[config.mk]
export PLATFORM = sky130hd
export DESIGN_NAME = bus_wdt_supervisor
export DESIGN_NICKNAME = d
export VERILOG_FILES = /design/src/rtl/bwd_pkg.sv /design/src/rtl/bwd_sync.sv /design/src/rtl/bwd_cond_det.sv /design/src/rtl/bwd_wdt_fsm.sv /design/src/rtl/bwd_nvw_timer.sv /design/src/rtl/bus_wdt_supervisor.sv
export SDC_FILE = /design/constraint.sdc
export NUM_CORES = 1
export LEC_CHECK = 0
export BUFFER_PORTS_ARGS = -buffer_cell sky130_fd_sc_hd__buf_2
export CORE_ASPECT_RATIO = 0.6
export CORE_MARGIN = 3
export CORE_UTILIZATION = 30
export CTS_CLUSTER_SIZE = 20
export DETAILED_ROUTE_END_ITERATION = 10
export GPL_TIMING_DRIVEN = 1
export HOLD_SLACK_MARGIN = 0.15
export PLACE_DENSITY = 0.46
export SYNTH_ARGS = -nofsm -noshare
export SYNTH_HDL_FRONTEND = slang
export SYNTH_SLANG_ARGS = --single-unit
export TNS_END_PERCENT = 30
[constraint.sdc]
create_clock -name clk -period 2.75 [get_ports clk]
set_input_delay 0.55 -clock clk [delete_from_list [all_inputs] [get_ports clk]]
set_output_delay 0.55 -clock clk [all_outputs]
set_load 0.03 [all_outputs]
[src/rtl/bwd_pkg.sv]
package bwd_pkg;
    typedef enum logic [1:0] {
        ST_PULSE,
        ST_RUN,
        ST_OFF,
        ST_LOWV
    } bwd_state_e;

    localparam logic [1:0] SEL_OFF = 2'b11;
endpackage

[src/rtl/bwd_sync.sv]
module bwd_sync #(
    parameter int unsigned         WIDTH   = 3,
    parameter int unsigned         STAGES  = 2,
    parameter logic [WIDTH-1:0]    RST_VAL = '0
) (
    input  logic             clk,
    input  logic             rst_n,
    input  logic [WIDTH-1:0] d,
    output logic [WIDTH-1:0] q
);
    logic [STAGES-1:0][WIDTH-1:0] stg;

    always_ff @(posedge clk) begin
        if (!rst_n) begin
            for (int i = 0; i < STAGES; i++) stg[i] <= RST_VAL;
        end else begin
            stg[0] <= d;
            for (int i = 1; i < STAGES; i++) stg[i] <= stg[i-1];
        end
    end

    assign q = stg[STAGES-1];
endmodule

[src/rtl/bwd_cond_det.sv]
module bwd_cond_det (
    input  logic clk,
    input  logic rst_n,
    input  logic scl_s,
    input  logic sda_s,
    output logic start_evt,
    output logic stop_evt
);
    logic scl_p, sda_p;

    always_ff @(posedge clk) begin
        if (!rst_n) begin
            scl_p <= 1'b1;
            sda_p <= 1'b1;
        end else begin
            scl_p <= scl_s;
            sda_p <= sda_s;
        end
    end

    // data edge while clock held high on both samples
    assign start_evt = scl_p & scl_s &  sda_p & ~sda_s;
    assign stop_evt  = scl_p & scl_s & ~sda_p &  sda_s;
endmodule

[src/rtl/bwd_wdt_fsm.sv]
module bwd_wdt_fsm
    import bwd_pkg::*;
#(
    parameter int unsigned TMO0      = 40,
    parameter int unsigned TMO1      = 80,
    parameter int unsigned TMO2      = 160,
    parameter int unsigned PULSE_CYC = 20,
    parameter int unsigned CNT_W     = 8,
    parameter int unsigned PCNT_W    = 5
) (
    input  logic              clk,
    input  logic              rst_n,
    input  logic [1:0]        tmo_sel,
    input  logic              start_evt,
    input  logic              stop_evt,
    input  logic              lv_s,
    output logic              reset_out,
    output logic              bus_busy,
    output logic              wdt_run,
    output logic [CNT_W-1:0]  wdt_cnt
);
    localparam logic [PCNT_W-1:0] PLOAD = PCNT_W'(PULSE_CYC - 1);

    bwd_state_e         state, nxt;
    logic [PCNT_W-1:0]  pcnt, pcnt_n;
    logic [CNT_W-1:0]   wcnt, wcnt_n;
    logic               busy_q, busy_n;
    logic [CNT_W-1:0]   tmo_load;

    always_comb begin
        unique case (tmo_sel)
            2'd0:    tmo_load = CNT_W'(TMO0 - 1);
            2'd1:    tmo_load = CNT_W'(TMO1 - 1);
            2'd2:    tmo_load = CNT_W'(TMO2 - 1);
            default: tmo_load = '0;
        endcase
    end

    // state register
    always_ff @(posedge clk) begin
        if (!rst_n) begin
            state  <= ST_PULSE;
            pcnt   <= PLOAD;
            wcnt   <= '0;
            busy_q <= 1'b0;
        end else begin
            state  <= nxt;
            pcnt   <= pcnt_n;
            wcnt   <= wcnt_n;
            busy_q <= busy_n;
        end
    end

    // next-state logic
    always_comb begin
        nxt    = state;
        pcnt_n = pcnt;
        wcnt_n = wcnt;
        busy_n = busy_q;
        if (lv_s) begin
            nxt    = ST_LOWV;
            busy_n = 1'b0;
        end else begin
            unique case (state)
                ST_LOWV: begin
                    nxt    = ST_PULSE;
                    pcnt_n = PLOAD;
                    busy_n = 1'b0;
                end
                ST_PULSE: begin
                    busy_n = 1'b0;
                    if (pcnt == '0) begin
                        nxt    = (tmo_sel == SEL_OFF) ? ST_OFF : ST_RUN;
                        wcnt_n = tmo_load;
                    end else begin
                        pcnt_n = pcnt - 1'b1;
                    end
                end
                ST_RUN: begin
                    if (start_evt)     busy_n = 1'b1;
                    else if (stop_evt) busy_n = 1'b0;
                    if (tmo_sel == SEL_OFF) begin
                        nxt = ST_OFF;
                    end else if (start_evt) begin
                        wcnt_n = tmo_load;
                    end else if (wcnt == '0) begin
                        nxt    = ST_PULSE;
                        pcnt_n = PLOAD;
                        busy_n = 1'b0;
                    end else begin
                        wcnt_n = wcnt - 1'b1;
                    end
                end
                ST_OFF: begin
                    if (start_evt)     busy_n = 1'b1;
                    else if (stop_evt) busy_n = 1'b0;
                    if (tmo_sel != SEL_OFF) begin
                        nxt    = ST_RUN;
                        wcnt_n = tmo_load;
                    end
                end
            endcase
        end
    end

    // outputs
    always_comb begin
        reset_out = (state == ST_PULSE) || (state == ST_LOWV);
        wdt_run   = (state == ST_RUN);
        bus_busy  = busy_q;
        wdt_cnt   = wcnt;
    end
endmodule

[src/rtl/bwd_nvw_timer.sv]
module bwd_nvw_timer #(
    parameter int unsigned NVW_CYC = 50,
    parameter int unsigned NCNT_W  = 6
) (
    input  logic              clk,
    input  logic              rst_n,
    input  logic              req,
    input  logic              block,
    output logic              busy,
    output logic [NCNT_W-1:0] cnt
);
    always_ff @(posedge clk) begin
        if (!rst_n) begin
            busy <= 1'b0;
            cnt  <= '0;
        end else if (busy) begin
            if (cnt == '0) busy <= 1'b0;
            else            cnt  <= cnt - 1'b1;
        end else if (req && !block) begin
            busy <= 1'b1;
            cnt  <= NCNT_W'(NVW_CYC - 1);
        end
    end
endmodule

[src/rtl/bus_wdt_supervisor.sv]
module bus_wdt_supervisor #(
    parameter int unsigned TMO0        = 40,
    parameter int unsigned TMO1        = 80,
    parameter int unsigned TMO2        = 160,
    parameter int unsigned PULSE_CYC   = 20,
    parameter int unsigned NVW_CYC     = 50,
    parameter int unsigned SYNC_STAGES = 2
) (
    input  logic       clk,
    input  logic       rst_n,
    input  logic       scl_in,
    input  logic       sda_in,
    input  logic       lv_in,
    input  logic [1:0] tmo_sel,
    input  logic       nvw_start,
    output logic       reset_out,
    output logic       bus_busy,
    output logic       nvw_busy
);
    localparam int unsigned T01    = (TMO0 > TMO1) ? TMO0 : TMO1;
    localparam int unsigned T_MAX  = (T01 > TMO2) ? T01 : TMO2;
    localparam int unsigned CNT_W  = $clog2(T_MAX + 1);
    localparam int unsigned PCNT_W = $clog2(PULSE_CYC + 1);
    localparam int unsigned NCNT_W = $clog2(NVW_CYC + 1);

    logic [2:0]        sync_q;
    logic              scl_s, sda_s, lv_s;
    logic              start_evt, stop_evt;
    logic              wdt_run;
    logic [CNT_W-1:0]  wdt_cnt;
    logic [NCNT_W-1:0] nvw_cnt;

    bwd_sync #(.WIDTH(3), .STAGES(SYNC_STAGES), .RST_VAL(3'b011)) sync_i (
        .clk   (clk),
        .rst_n (rst_n),
        .d     ({lv_in, sda_in, scl_in}),
        .q     (sync_q)
    );
    assign scl_s = sync_q[0];
    assign sda_s = sync_q[1];
    assign lv_s  = sync_q[2];

    bwd_cond_det det_i (
        .clk       (clk),
        .rst_n     (rst_n),
        .scl_s     (scl_s),
        .sda_s     (sda_s),
        .start_evt (start_evt),
        .stop_evt  (stop_evt)
    );

    bwd_wdt_fsm #(
        .TMO0(TMO0), .TMO1(TMO1), .TMO2(TMO2),
        .PULSE_CYC(PULSE_CYC), .CNT_W(CNT_W), .PCNT_W(PCNT_W)
    ) fsm_i (
        .clk       (clk),
        .rst_n     (rst_n),
        .tmo_sel   (tmo_sel),
        .start_evt (start_evt),
        .stop_evt  (stop_evt),
        .lv_s      (lv_s),
        .reset_out (reset_out),
        .bus_busy  (bus_busy),
        .wdt_run   (wdt_run),
        .wdt_cnt   (wdt_cnt)
    );

    bwd_nvw_timer #(.NVW_CYC(NVW_CYC), .NCNT_W(NCNT_W)) nvw_i (
        .clk   (clk),
        .rst_n (rst_n),
        .req   (nvw_start),
        .block (reset_out),
        .busy  (nvw_busy),
        .cnt   (nvw_cnt)
    );
endmodule

# After elaboration in Yosys (flattened, before gate mapping)

Cells that the tools add are included.

Word-level logic and storage cells: 90
Register bits after elaboration: 31
Input bits: 8
Output and inout port bits: 3

Add/sub/neg operators: 3
Reduce and logical (&&, ||, !) cells: 17
Bitwise operators: 9
Equal/unequal tests: 19
Muxes and demuxes: 32

Operator list:

| cell                                                               | count |
|---|---|
| 8-bit case mux with 3 select lines                                 | 2 |
| 8-bit two-way mux                                                  | 5 |
| 5-bit two-way mux                                                  | 4 |
| 6-bit two-way mux                                                  | 3 |
| 5-bit case mux with 3 select lines                                 | 1 |
| 2-bit two-way mux                                                  | 7 |
| 2-bit != test, second input constant                               | 6 |
| 6-bit AND reduction                                                | 2 |
| 2-bit == test, second input constant                               | 4 |
| 8-bit logical NOT                                                  | 1 |
| 1-bit two-way mux                                                  | 8 |
| 4-bit != test, second input constant                               | 2 |
| 2-bit case mux with 4 select lines                                 | 1 |
| 8-bit by 1-bit subtractor with 8-bit output, second input constant | 1 |
| 6-bit logical NOT                                                  | 1 |
| 3-bit by 2-bit != test with 1-bit output, second input constant    | 2 |
| 3-bit nonzero test                                                 | 2 |
| 6-bit by 1-bit subtractor with 6-bit output, second input constant | 1 |
| 1-bit AND                                                          | 5 |
| 5-bit logical NOT                                                  | 1 |
| 5-bit by 1-bit subtractor with 5-bit output, second input constant | 1 |
| 2-bit by 1-bit == test with 1-bit output, second input constant    | 2 |
| 2-bit logical NOT                                                  | 2 |
| 2-bit by 1-bit != test with 1-bit output, second input constant    | 2 |
| other kinds (10)                                                   | 14 |

# Longest topological paths before layout

Depth in word-level cells: 9
Depth in mapped cells: 9
Gate-level depth less buffers: 7

# Modules after synthesis

A second synthesis with hierarchy kept.

Cells, all modules: 209
Area, all modules: 1864.3 µm²

Modules (own cells, without submodules):

| module        | instances | cells each | seq. area each (µm²) | area an instance (µm²) |
|---|---|---|---|---|
| bwd_wdt_fsm   | 1         | 147        | 320.3                | 1227.4 |
| bwd_nvw_timer | 1         | 41         | 140.1                | 384.1 |
| bwd_sync      | 1         | 15         | 120.1                | 180.2 |
| bwd_cond_det  | 1         | 6          | 40.0                 | 72.6 |

# Worst setup path before layout

OpenSTA, ideal clock, no wires.

Path type: reg-to-reg
Start: register fsm_i.pcnt[0]
End: register fsm_i.wcnt[6], in the netlist fsm_i.wdt_cnt[6]
Setup time: 0.127 ns
Arrival: 1.968 ns
Path buffers: 2
Slack: 0.655 ns
Required time: 2.623 ns
Clock period less this slack: 2.095 ns
Cell stages (with the launch flop): 10
Cells stage by stage: dfxtp_1 inv_1 ha_1 or4b_4 buf_6 a2111oi_4 o21ai_2 buf_6 a21oi_1 o32ai_2

Cells in the longest elaborated chain, start to end: 3

RTL lines:

| what                                               | RTL line          | text |
|---|---|---|
| start: declaration                                 | bwd_wdt_fsm.sv:25 | `logic [PCNT_W-1:0] pcnt, pcnt_n;` |
| start signal: assignment                           | bwd_wdt_fsm.sv:48 | `pcnt <= pcnt_n;` |
| 5-bit logical NOT                                  | bwd_wdt_fsm.sv:72 | `if (pcnt == '0) begin` |
| 2-bit by 1-bit != test with 1-bit output (no line) | --                |  |
| 6-bit AND reduction (no line)                      | --                |  |
| end signal: assignment                             | bwd_wdt_fsm.sv:49 | `wcnt <= wcnt_n;` |
| end: declaration                                   | bwd_wdt_fsm.sv:26 | `logic [CNT_W-1:0] wcnt, wcnt_n;` |

No other way between the ends.
A chain may end at the register's enable or synchronous reset.

# Worst setup path in the final report

Start: register fsm_i.pcnt[0]
End: register fsm_i.wcnt[0], in the netlist fsm_i.wdt_cnt[0]

Same word-level chain as after synthesis.

==> flow_metrics.tcl <==
set metrics [dict create \
    ctsRootBufferMaster "clkbuf_8" \
    yosys.area_share.simple_pct 22.7 \
    synth_fa_ha_area_share_pct 10.0 \
    die_w_um 104 \
    ff2ff_setup_slack_ns 0.44 \
    rsz0062_at_grt "false" \
    fin_nets 236 \
    fillers 551 \
    endpoint_kind "flip-flop" \
    final_cell_mix "dfxtp_1 (31), inv_1 (19), a21oi_1 (18)" \
    numCtsBuffers 5 \
    r2r-start "fsm_i.pcnt[0]" \
    place_inst 284 \
    tightest_slew_ns 0.797 \
    diodes 0 \
    firstDrtPassIters 4 \
    ff2ff_path_depth 7 \
    synthMuxAreaShare_pct 0.574 \
    avgSynthCellArea_sq_um 8.63 \
    p_int_uw 874 \
    synthXorXnorAreaFrac_pct 1.00 \
    swShare_pct 37.0 \
    path_class "flip-flop to flip-flop" \
    start_util_pct 32.7 \
    cpPeakStageDelay_ns 0.53 \
    io_buffers 10 \
    place_congestion 0.763 \
    cts_resized 0 \
    rr_endpoint "fsm_i.wdt_cnt[0]" \
    status "finished clean" \
    required_ns 2.96 \
    antenna_found_initial 0 \
    grt_max_degree 19 \
    worst-endpoint-arrival_ns 2.52 \
    io-pin-count 11 \
    crit_path_start_kind "flip-flop" \
    critical-path-slowest-cell "or4b_4" \
    holdWs_ns 0.409 \
    p_clk_share_pct 27.0 \
    rows 20 \
    vias_per_cell 4.85 \
    grt_pass1_vias 1290 \
    drtIter0Drc 89 \
    ys_seq_area_share_pct 35.6 \
    p_switching_uw 514 \
    vias 1417 \
    cp.buffers_inverters 1 \
    ys_async_sr_fraction_pct 0 \
    combPwrFrac_pct 33.3 \
    power.density_nw_per_um2 707 \
    wl_per_cell_um 13.0 \
    synth_compound_area_share_pct 23.4 \
    cts.path.max_buffers 2 \
    synthesis.area_sq_um 1740 \
    crit_fanout 15 \
    sequentialPowerShare_pct 39.8 \
    drt_wl_total_um 3790 \
    finalSetupTns_ns 0 \
    ys_warn_count 0 \
    cts_tree "built" \
    final_common_cell "dfxtp_1" \
    ys_types 49 \
    area_growth_syn_to_layout_pct 12.5 \
    timing.final.crit_share_pct 83.9 \
    startpoint "fsm_i.pcnt[0]" \
    maxCapViolations 0 \
    globalRouteOverflowTotal 0 \
    synth_top_family_by_area "compound AO/OA/AOI/OAI gates" \
    final_cells 292 \
    dieArea_sq_um 6790 \
    slew_violations 0 \
    postCtsHoldBufs 0 \
    slew_headroom_pct 46.3 \
    ant_nets 0 \
    max_freq_ghz 0.433 \
    core_sq_um 5330 \
    power_leakage_nw 0.801 \
    synth_ff_type "dfxtp_1" \
    ys_ff_latch 31 \
    crit_family "compound AO/OA/AOI/OAI gates" \
    cp_cell_sequence "inv_1 > ha_1 > or4b_4 > a2111oi_4 > o21ai_2 > a211o_1 > a21oi_1" \
    clk_pin_slew_ns 0.08 \
    htree_levels 2 \
    cp.depth 7 \
    syn-instance-count 202 \
    peakVddDrop_v 0.000245 \
    syn_nets 224 \
    hp-class "flip-flop to flip-flop" \
    die_h_um 65.1 \
    power.total_mw 1.39 \
    grt_use_total_pct 12.0 \
    endpoint "fsm_i.wdt_cnt[0]" \
    layout-drive-gt1-share_pct 14.4 \
    remaining_drc_errors 0 \
    synth_edf_count 0 \
    clock-sinks 31 \
    fin_skew_ns 0.00400 \
    layout_min_cycle_time_ns 2.31 \
    cts_setup_buffers 0 \
    setup_viol 0 \
    hold_violations 0 \
    clock_latency_ns 0.28 \
    grt_pass1_wl_um 6450 \
    hold_depth 1 \
    hpwl_um 2670 \
]
## state kept, by name (all words and copies together), names as in the netlist
signal,flops
sync_i.q,3
nvw_i.busy,1
det_i.sda_p,1
fsm_i.pcnt,5
sync_i.stg,3
det_i.scl_p,1
nvw_i.cnt,6
fsm_i.wdt_cnt,8
fsm_i.state,2
fsm_i.bus_busy,1
## layout make-up
cell class / instances / area [sq um] / area share [%]
well taps: 77 / 96.3 / 4.91
flip-flops and latches: 31 / 621 / 31.6
inverters: 19 / 71.3 / 3.64
clock inverters: 3 / 25.0 / 1.28
multi-input cells: 144 / 1010 / 51.3
repair buffers: 13 / 72.6 / 3.70
clock buffers: 5 / 68.8 / 3.51
## worst min path at each step
stage	startpoint	to
finish	sync_i.stg[0]	sync_i.q[0]
global route	scl_in	sync_i.stg[0]
CTS	sync_i.stg[1]	sync_i.q[1]
detailed placement	sync_i.stg[1]	sync_i.q[1]
global placement	sync_i.stg[1]	sync_i.q[1]
floorplan	sync_i.stg[0]	sync_i.q[0]
## routing by layer
metal  global-route usage, %  wire, um  vias up
met3                    4.28       208        2
met4                    2.49         4        0
met2                    14.8      1350       39
li1                        -         -      742
met5                       0         0        -
met1                    19.1      2230      634
## cells by family (layout without fill, tap and decap cells)
family | count (synthesis) | count (layout)
AO/OA/AOI/OAI | 56 | 56
multiplexers | 1 | 1
AND/OR/NAND/NOR | 71 | 71
adder cells (fa/ha/maj) | 14 | 14
flip-flops | 31 | 31
buffers and inverters | 27 | 40
XOR/XNOR | 2 | 2
## power by group through the flow
| stage | registers (mW) | logic, mW | clock network [mW] |
|---|---|---|---|
| after floorplan | 0.552 | 0.352 | 0 |
| after global placement | 0.563 | 0.468 | 0 |
| after detailed placement | 0.560 | 0.455 | 0 |
| after CTS | 0.550 | 0.460 | 0.399 |
| after global routing | 0.560 | 0.519 | 0.417 |
| final | 0.552 | 0.462 | 0.374 |
## Yosys cell counts, types with 3 or more instances
| cell type | count | area share, % |
|---|---|---|
| a21oi_1 | 18 | 5.2 |
| a31oi_1 | 5 | 1.8 |
| and2_1 | 3 | 1.1 |
| clkbuf_1 | 5 | 1.1 |
| dfxtp_1 | 31 | 36 |
| ha_1 | 14 | 10 |
| inv_1 | 19 | 4.1 |
| nand2_1 | 13 | 2.8 |
| nand2b_1 | 7 | 2.5 |
| nand3_1 | 6 | 1.7 |
| nand3b_1 | 3 | 1.3 |
| nor2_1 | 14 | 3.0 |
| nor3_1 | 6 | 1.7 |
| nor3b_1 | 3 | 1.3 |
| nor4b_1 | 3 | 1.5 |
| o21a_1 | 5 | 2.2 |
| o21ai_0 | 7 | 2.0 |
## per-stage QoR
stage	utilization (%)	worst slack [ns]	instance area [sq um]
6_report	36.8	0.442	1960
3_5_place_dp	35.0	0.488	1870
4_1_cts	36.8	0.458	1960
5_1_grt	36.8	0.326	1960
2_1_floorplan	-	0.655	1740
3_3_place_gp	35.0	0.485	1870
Power figures use the tool's default switching activity.
